$ cat config.mk
export PLATFORM = sky130hd
export DESIGN_NAME = atomic_pwm
export DESIGN_NICKNAME = d
export VERILOG_FILES = /design/src/rtl/apwm_pkg.sv /design/src/rtl/apwm_counter.sv /design/src/rtl/apwm_regs.sv /design/src/rtl/apwm_outstage.sv /design/src/rtl/atomic_pwm.sv
export SDC_FILE = /design/constraint.sdc
export NUM_CORES = 1
export LEC_CHECK = 0
export ABC_AREA = 1
export ABC_CLOCK_PERIOD_IN_PS = 6900
export BUFFER_PORTS_ARGS = -buffer_cell sky130_fd_sc_hd__buf_2
export CELL_PAD_IN_SITES_DETAIL_PLACEMENT = 1
export CELL_PAD_IN_SITES_GLOBAL_PLACEMENT = 1
export CORE_ASPECT_RATIO = 1.25
export CORE_MARGIN = 2
export CORE_UTILIZATION = 28
export DETAILED_ROUTE_END_ITERATION = 10
export PLACE_DENSITY_LB_ADDON = 0.15
export SLEW_MARGIN = 20
export SYNTH_ARGS = -nofsm -noshare
export SYNTH_HDL_FRONTEND = slang
export SYNTH_HIERARCHICAL = 1
export SYNTH_SLANG_ARGS = --single-unit
$ cat constraint.sdc
create_clock -name clk -period 6.9 [get_ports clk]
set_input_delay 1.38 -clock clk [delete_from_list [all_inputs] [get_ports clk]]
set_output_delay 1.38 -clock clk [all_outputs]
set_load 0.02 [all_outputs]
$ cat src/rtl/apwm_pkg.sv
package apwm_pkg;
  localparam int unsigned DW = 32;
  localparam int unsigned AW = 4;
  localparam int unsigned CW = 9;

  localparam logic [AW-1:0] OFS_CNT  = 4'h0;
  localparam logic [AW-1:0] OFS_PER  = 4'h4;
  localparam logic [AW-1:0] OFS_DUTY = 4'h8;
  localparam logic [AW-1:0] OFS_CTRL = 4'hC;

  localparam int unsigned B_EN     = 0;
  localparam int unsigned B_ACTHI  = 3;
  localparam int unsigned B_IDLEHI = 4;
  localparam int unsigned B_ALIGN  = 5;
  localparam int unsigned B_LOCK   = 6;
  localparam int unsigned B_LOWPWR = 8;

  localparam logic [CW-1:0] CTRL_MASK =
    CW'((1 << B_EN) | (1 << B_ACTHI) | (1 << B_IDLEHI) |
        (1 << B_ALIGN) | (1 << B_LOCK) | (1 << B_LOWPWR));

  typedef struct packed {
    logic act_hi;
    logic idle_hi;
  } pol_t;
endpackage

$ cat src/rtl/apwm_counter.sv
module apwm_counter #(
  parameter int unsigned DW = apwm_pkg::DW
) (
  input  logic          clk,
  input  logic          rst_n,
  input  logic          en_i,
  input  logic [DW-1:0] per_i,
  output logic [DW-1:0] cnt_o,
  output logic          wrap_o
);
  logic [DW-1:0] cnt_q, cnt_d;
  logic          last;

  always_comb begin
    last   = (per_i <= DW'(1)) || (cnt_q >= per_i - DW'(1));
    wrap_o = en_i && last;
    if (!en_i || wrap_o) cnt_d = '0;
    else                 cnt_d = cnt_q + DW'(1);
  end

  always_ff @(posedge clk or negedge rst_n) begin
    if (!rst_n) cnt_q <= '0;
    else        cnt_q <= cnt_d;
  end

  assign cnt_o = cnt_q;

  // a disabled channel parks the counter at zero
  p_cnt_park_r4: assert property (@(posedge clk) disable iff (!rst_n)
    !en_i |=> cnt_q == '0);
  // the counter restarts after a wrap and otherwise steps by one
  p_cnt_wrap_r5: assert property (@(posedge clk) disable iff (!rst_n)
    wrap_o |=> cnt_q == '0);
  p_cnt_step_r5: assert property (@(posedge clk) disable iff (!rst_n)
    en_i && !wrap_o |=> cnt_q == $past(cnt_q) + DW'(1));
endmodule

$ cat src/rtl/apwm_regs.sv
module apwm_regs
  import apwm_pkg::*;
#(
  parameter int unsigned DW = apwm_pkg::DW
) (
  input  logic          clk,
  input  logic          rst_n,
  input  logic          wr_en,
  input  logic [AW-1:0] addr,
  input  logic [DW-1:0] wdata,
  input  logic [DW-1:0] cnt_i,
  input  logic          wrap_i,
  output logic [DW-1:0] rdata,
  output logic          en_o,
  output logic [DW-1:0] per_act_o,
  output logic [DW-1:0] duty_act_o,
  output pol_t          pol_act_o
);
  logic [DW-1:0] per_sh_q,  per_sh_d;
  logic [DW-1:0] duty_sh_q, duty_sh_d;
  logic [CW-1:0] ctrl_q,    ctrl_d;
  logic [DW-1:0] per_act_q, per_act_d;
  logic [DW-1:0] duty_act_q, duty_act_d;
  pol_t          pol_act_q, pol_act_d;
  logic          pend_q,    pend_d;
  logic          lock, commit;
  logic          hit_per, hit_duty, hit_ctrl;

  always_comb begin
    hit_per  = wr_en && (addr == OFS_PER);
    hit_duty = wr_en && (addr == OFS_DUTY);
    hit_ctrl = wr_en && (addr == OFS_CTRL);
    en_o     = ctrl_q[B_EN];
    lock     = ctrl_q[B_LOCK];
    commit   = pend_q && !lock && (wrap_i || !en_o);

    per_sh_d   = hit_per  ? wdata : per_sh_q;
    duty_sh_d  = hit_duty ? wdata : duty_sh_q;
    ctrl_d     = hit_ctrl ? (wdata[CW-1:0] & CTRL_MASK) : ctrl_q;

    per_act_d  = per_act_q;
    duty_act_d = duty_act_q;
    pol_act_d  = pol_act_q;
    if (commit) begin
      per_act_d         = per_sh_q;
      duty_act_d        = duty_sh_q;
      pol_act_d.act_hi  = ctrl_q[B_ACTHI];
      pol_act_d.idle_hi = ctrl_q[B_IDLEHI];
    end
    pend_d = (pend_q && !commit) || hit_per || hit_duty || hit_ctrl;
  end

  always_ff @(posedge clk or negedge rst_n) begin
    if (!rst_n) begin
      per_sh_q   <= '0;
      duty_sh_q  <= '0;
      ctrl_q     <= '0;
      per_act_q  <= '0;
      duty_act_q <= '0;
      pol_act_q  <= '0;
      pend_q     <= 1'b0;
    end else begin
      per_sh_q   <= per_sh_d;
      duty_sh_q  <= duty_sh_d;
      ctrl_q     <= ctrl_d;
      per_act_q  <= per_act_d;
      duty_act_q <= duty_act_d;
      pol_act_q  <= pol_act_d;
      pend_q     <= pend_d;
    end
  end

  always_comb begin
    unique case (addr)
      OFS_CNT:  rdata = cnt_i;
      OFS_PER:  rdata = per_sh_q;
      OFS_DUTY: rdata = duty_sh_q;
      OFS_CTRL: rdata = DW'(ctrl_q);
      default:  rdata = '0;
    endcase
  end

  assign per_act_o  = per_act_q;
  assign duty_act_o = duty_act_q;
  assign pol_act_o  = pol_act_q;

  // a held lock freezes every working setting
  p_lock_hold_r8: assert property (@(posedge clk) disable iff (!rst_n)
    lock |=> $stable(per_act_q) && $stable(duty_act_q) && $stable(pol_act_q));
  // a running channel changes working values only on a wrap
  p_wrap_only_r7: assert property (@(posedge clk) disable iff (!rst_n)
    en_o && !wrap_i |=> $stable(per_act_q) && $stable(duty_act_q) && $stable(pol_act_q));
endmodule

$ cat src/rtl/apwm_outstage.sv
module apwm_outstage
  import apwm_pkg::*;
#(
  parameter int unsigned DW = apwm_pkg::DW
) (
  input  logic          clk,
  input  logic          rst_n,
  input  logic          en_i,
  input  logic [DW-1:0] cnt_i,
  input  logic [DW-1:0] duty_i,
  input  pol_t          pol_i,
  output logic          pwm_o
);
  logic pwm_q, pwm_d;

  always_comb begin
    if (!en_i)                pwm_d = pol_i.idle_hi;
    else if (cnt_i < duty_i)  pwm_d = pol_i.act_hi;
    else                      pwm_d = pol_i.idle_hi;
  end

  always_ff @(posedge clk or negedge rst_n) begin
    if (!rst_n) pwm_q <= 1'b0;
    else        pwm_q <= pwm_d;
  end

  assign pwm_o = pwm_q;

  // a disabled channel shows the idle level
  p_idle_off_r4: assert property (@(posedge clk) disable iff (!rst_n)
    !en_i |=> pwm_o == $past(pol_i.idle_hi));
  // zero duty never shows the active level
  p_duty_zero_r6: assert property (@(posedge clk) disable iff (!rst_n)
    en_i && duty_i == '0 |=> pwm_o == $past(pol_i.idle_hi));
endmodule

$ cat src/rtl/atomic_pwm.sv
module atomic_pwm
  import apwm_pkg::*;
#(
  parameter int unsigned DW          = apwm_pkg::DW,
  parameter int unsigned SYNC_STAGES = 2
) (
  input  logic          clk,
  input  logic          rst_n,
  input  logic          wr_en,
  input  logic [AW-1:0] addr,
  input  logic [DW-1:0] wdata,
  output logic [DW-1:0] rdata,
  output logic          pwm_out
);
  logic [SYNC_STAGES-1:0] rs_q;
  logic                   rst_sync_n;
  logic                   en;
  logic                   wrap;
  logic [DW-1:0]          cnt, per_act, duty_act;
  pol_t                   pol_act;

  always_ff @(posedge clk or negedge rst_n) begin
    if (!rst_n) rs_q <= '0;
    else        rs_q <= {rs_q[SYNC_STAGES-2:0], 1'b1};
  end
  assign rst_sync_n = rs_q[SYNC_STAGES-1];

  apwm_regs #(.DW(DW)) u_regs (
    .clk(clk), .rst_n(rst_sync_n), .wr_en(wr_en), .addr(addr), .wdata(wdata),
    .cnt_i(cnt), .wrap_i(wrap), .rdata(rdata), .en_o(en),
    .per_act_o(per_act), .duty_act_o(duty_act), .pol_act_o(pol_act)
  );

  apwm_counter #(.DW(DW)) u_cnt (
    .clk(clk), .rst_n(rst_sync_n), .en_i(en), .per_i(per_act),
    .cnt_o(cnt), .wrap_o(wrap)
  );

  apwm_outstage #(.DW(DW)) u_out (
    .clk(clk), .rst_n(rst_sync_n), .en_i(en), .cnt_i(cnt),
    .duty_i(duty_act), .pol_i(pol_act), .pwm_o(pwm_out)
  );
endmodule

After elaboration in Yosys (flattened, before gate mapping)

Index checks and enable logic that the tools add are counted.

Eq/ne operators: 3
Reductions and logical operators: 16
Add/sub/neg operators: 2
Order comparisons: 3
Mux-type cells: 4

Operator list:

| operator                                                                          | number |
|---|---|
| 32-bit case mux with 4 select lines                                               | 1 |
| 32-bit by 1-bit adder with 32-bit output, second input constant                   | 1 |
| 32-bit >= comparator                                                              | 1 |
| 32-bit by 1-bit less-or-equal comparator with 1-bit output, second input constant | 1 |
| 32-bit < comparator                                                               | 1 |
| 32-bit two-way mux                                                                | 1 |
| 32-bit by 1-bit subtractor with 32-bit output, second input constant              | 1 |
| 4-bit == test, second input constant                                              | 2 |
| 1-bit logical AND                                                                 | 7 |
| 1-bit logical OR                                                                  | 5 |
| 4-bit by 3-bit == test with 1-bit output, second input constant                   | 1 |
| 4-bit zero test                                                                   | 1 |
| 1-bit zero test                                                                   | 3 |
| 1-bit two-way mux                                                                 | 2 |

Bits of input ports: 39
Word-level logic and storage cells: 39
Output and inout bits: 33
Bits in registers: 172

Depth between registers and ports, before layout

Depth in word-level cells: 11
Mapped depth: 26
Mapped depth without buffers: 24

Cells and area by module

The synthesis kept the hierarchy.

By module, submodules not included:

| module        | times used | area an instance (um^2) | cells each | seq. area each (um^2) |
|---|---|---|---|---|
| apwm_regs     | 1          | 6,152.2                 | 769        | 3,428.3 |
| apwm_counter  | 1          | 3,328.2                 | 485        | 800.8 |
| apwm_outstage | 1          | 882.1                   | 142        | 25.0 |
| atomic_pwm    | 1          | 53.8                    | 3          | 50.0 |

Worst setup path before layout

No wires, ideal clock.

Path type: in2out
Start point: input addr[0]
End point: output rdata[10]
Data required time: 5.520 ns
Arrival: 2.223 ns
Setup slack: 3.297 ns
Path buffers: 1
Cell stages on the path: 6
Cells stage by stage: inv_1 > nand2_1 > nor2_4 > buf_2 > nand2_1 > nand3_1

Cells in the longest elaborated chain, start to end: 2
Elaborated cells on any way between the ends: 5
Those cells by class: eq/ne (3); mux (1); reduce/logical (1)

Ends and longest elaborated chain:

| what                                        | line             | RTL |
|---|---|---|
| start, declared                             | atomic_pwm.sv:10 | `input logic [AW-1:0] addr,` |
| 4-bit == test, or another cell as far along | apwm_regs.sv:74  | `unique case (addr)` |
| 32-bit case mux with 4 select lines (*)     | apwm_regs.sv:74  |  |
| end, declared                               | atomic_pwm.sv:12 | `output logic [DW-1:0] rdata,` |

Mark *: on every way between the ends. The rest lies on a longest branch, timed or not.

Final worst setup path

Start point: input addr[2]
End point: output rdata[28]

Same word-level chain as after synthesis.

==> out/results.ini <==
[synthesis]
synth_top_flop_cell=dfrtp_1
seq_area_frac_synth_pct=41.3
syn_area_per_cell_um2=7.45
synthTopCellsByArea=dfrtp_1, nand2_1, ha_1, inv_1, nor2_1
syn_inst=1399
synth_nets=1504
async_flop_share_pct=100
synth_edf_count=0
yosysTopAreaCell=dfrtp_1
synth_seq_cells=172
synth.top_cells.by_count=nand2_1, inv_1, dfrtp_1
syn_area_um2=10400
synth_top_area_share_pct=41.3
synth.distinct_cells=35
ys_warn_count=6
yosysMostFrequentCell=nand2_1

[placement]
preCtsSetupSlack_ns=2.57
gp_congestion=0.774
io_buffers=71
hpwl_um=25100

[clock_tree]
clockBufferDepth=2
post_cts_resized=0
path_clk_slew_ns=0.08
clkSinkCount=172
cts_made_buffers=17
holdBufCountCts=0
htreeDepth=4
cts_tree=built
clock_latency_ns=0.46
cts_setup_buffers=0
root_buffer=clkbuf_16

[drt]
dr.pass1.iters=4
wl_per_cell_um=17.0
drc=0
wl_um=33200
antenna_left=0
viasPerCell=4.54
vias=8878
drt_iter0_markers=458

[worst_setup_path]
rr_endpoint=u_regs/per_act_o[27]
path_max_fanout=26
crit_top_cell=buf_2
cp_cell_sequence=buf_2 -> nor2_2 -> inv_2 -> nor2_4 -> nand2_1 -> nand3_1 -> buf_2
required_ns=5.52
slowest_stage=nor2_4
reg2reg_slack_ns=2.87
reg2reg_from=u_regs/per_act_o[2]
arrival_ns=2.91
slowest_delay_ns=0.59
worst_setup_path_end_kind=output pin
path_buf_inv=3
path_depth=7
worst_setup_path_start_kind=primary input
ff2ff_path_depth=18
crit_type=primary input to output pin
crit_family=simple AND/OR/NAND/NOR gates

[global_routing]
antenna_found_initial=0
track_usage_pct=18.0
grt_pass1_wl_um=52800
first_global_vias=9233
grt_max_degree=133
overflow=0

[floorplan]
core_um2=37000
die_height_um=220
fp.dieW_um=177
rows=79
start_util_pct=28.2
io-pin-count=72
die-area_um2=38800

[timing]
timing.fmax_mhz=233
period_minus_slack_ns=4.29
clock_skew_ns=0.0157
fin_tns_setup_ns=0
setup_ws_ns=2.61
fin_crit_sh_pct=62.1
rsz0062_at_grt=no
hold_viol=0
relSlewSlack_pct=31.7
worst_slew_pin_slew_ns=1.02
setup_viol=0
drv_slew=0

[final_layout]
antenna_cells=0
nNetsFinal=1560
area_growth_pct=12.5
drive_above_1_share_pct=10.4
utilization_pct=31.7

[outcome]
status=finished clean

[run]
cap_viol_max_count=0

[worst_hold_path]
min_path_cells=0
whs_endpoint=rs_q[1]
hold_path.class=flop to flop
hold_start=rs_q[0]

[pwr]
leakage_nw=5.91
ir_drop_v=0.000131
powerDensity_nw_per_um2=304

## logic make-up after synthesis
kind of cell,after synthesis,share of synthesized area [%]
other,1,0.0360
AO/OA/AOI/OAI,102,5.19
adder cells (fa/ha/maj),66,7.93
buffers and inverters,218,9.15
flip-flops,172,41.3
XOR/XNOR,56,4.71
AND/OR/NAND/NOR,784,31.7
## routing by layer
metal	vias to the layer above	track usage [%]	routed length, um
li1	4428	-	-
met3	25	2.90	961
met5	-	0	0
met2	115	29.2	15600
met4	0	4.52	457
met1	4310	25.0	16200
## final cells by class
type                       count  area, um^2
fill                        4639       25200
sequential                   172        4310
clock inverter                15         150
timing repair buffer          74         390
tap                          486         608
inverter                     181         679
clock buffer                  17         425
multi-input combinational   1009        5160
## per-stage QoR
step           hold WS [ns]  power (mW)  cells  area (um^2)
4_1_cts               0.368        3.63   1954        11700
3_5_place_dp          0.337        2.63   1922        11100
3_3_place_gp          0.341        2.60   1922        11100
6_report              0.366        3.56   1954        11700
2_1_floorplan         0.331        2.28   1399        10400
5_1_grt               0.385        3.88   1954        11700
## power by group
group / internal [mW] / total [mW] / switching (mW)
combinational: 0.395 / 1.10 / 0.705
sequential: 1.25 / 1.50 / 0.249
clock: 0.481 / 0.964 / 0.483
total: 2.12 / 3.56 / 1.44
## worst max-delay path by stage
stage | start | end | slack (ns)
3_3_place_gp | addr[2] | rdata[20] | 2.64
5_1_grt | addr[2] | rdata[19] | 2.43
6_report | addr[2] | rdata[28] | 2.61
2_1_floorplan | rs_q[1] | u_cnt/cnt_o[0] | 1.75
4_1_cts | addr[2] | rdata[28] | 2.57
3_5_place_dp | addr[2] | rdata[28] | 2.57
## registers in the layout, indices dropped and copies added, names as in the netlist, 2 cells and up
| signal | count |
|---|---|
| u_regs/duty_act_o | 32 |
| u_regs/ctrl_q | 6 |
| rs_q | 2 |
| u_regs/per_act_o | 32 |
| u_regs/duty_sh_q | 32 |
| u_regs/pol_act_o | 2 |
| u_regs/per_sh_q | 32 |
| u_cnt/cnt_o | 32 |
## worst register-to-register path: cells and delay by family (launching register included)
| kind | cells | cell delay (ns) |
|---|---|---|
| simple gates | 12 | 2.09 |
| buf+inv | 2 | 0.37 |
| compound gates | 2 | 0.50 |
| flops | 1 | 0.43 |
| xor+xnor | 1 | 0.17 |
| fa+ha+maj | 1 | 0.33 |
## cells in the final DEF (no fill, tap or decap), drive strengths merged
cell type,netlist,final
a21boi,1,1
a21o,3,3
a21oi,25,25
buf,29,74
clkbuf,8,17
clkinv,0,5
clkinvlp,0,2
conb,1,1
dfrtp,172,172
ha,66,66
inv,181,189
nand2,539,539
nand3,74,74
nand3b,2,2
nand4,12,12
nor2,130,130
nor3,24,24
nor3b,1,1
nor4,2,2
o211ai,1,1
o21ai,71,71
o21bai,1,1
xnor2,21,21
xor2,35,35
No activity file was read; power rests on OpenSTA's default activity.
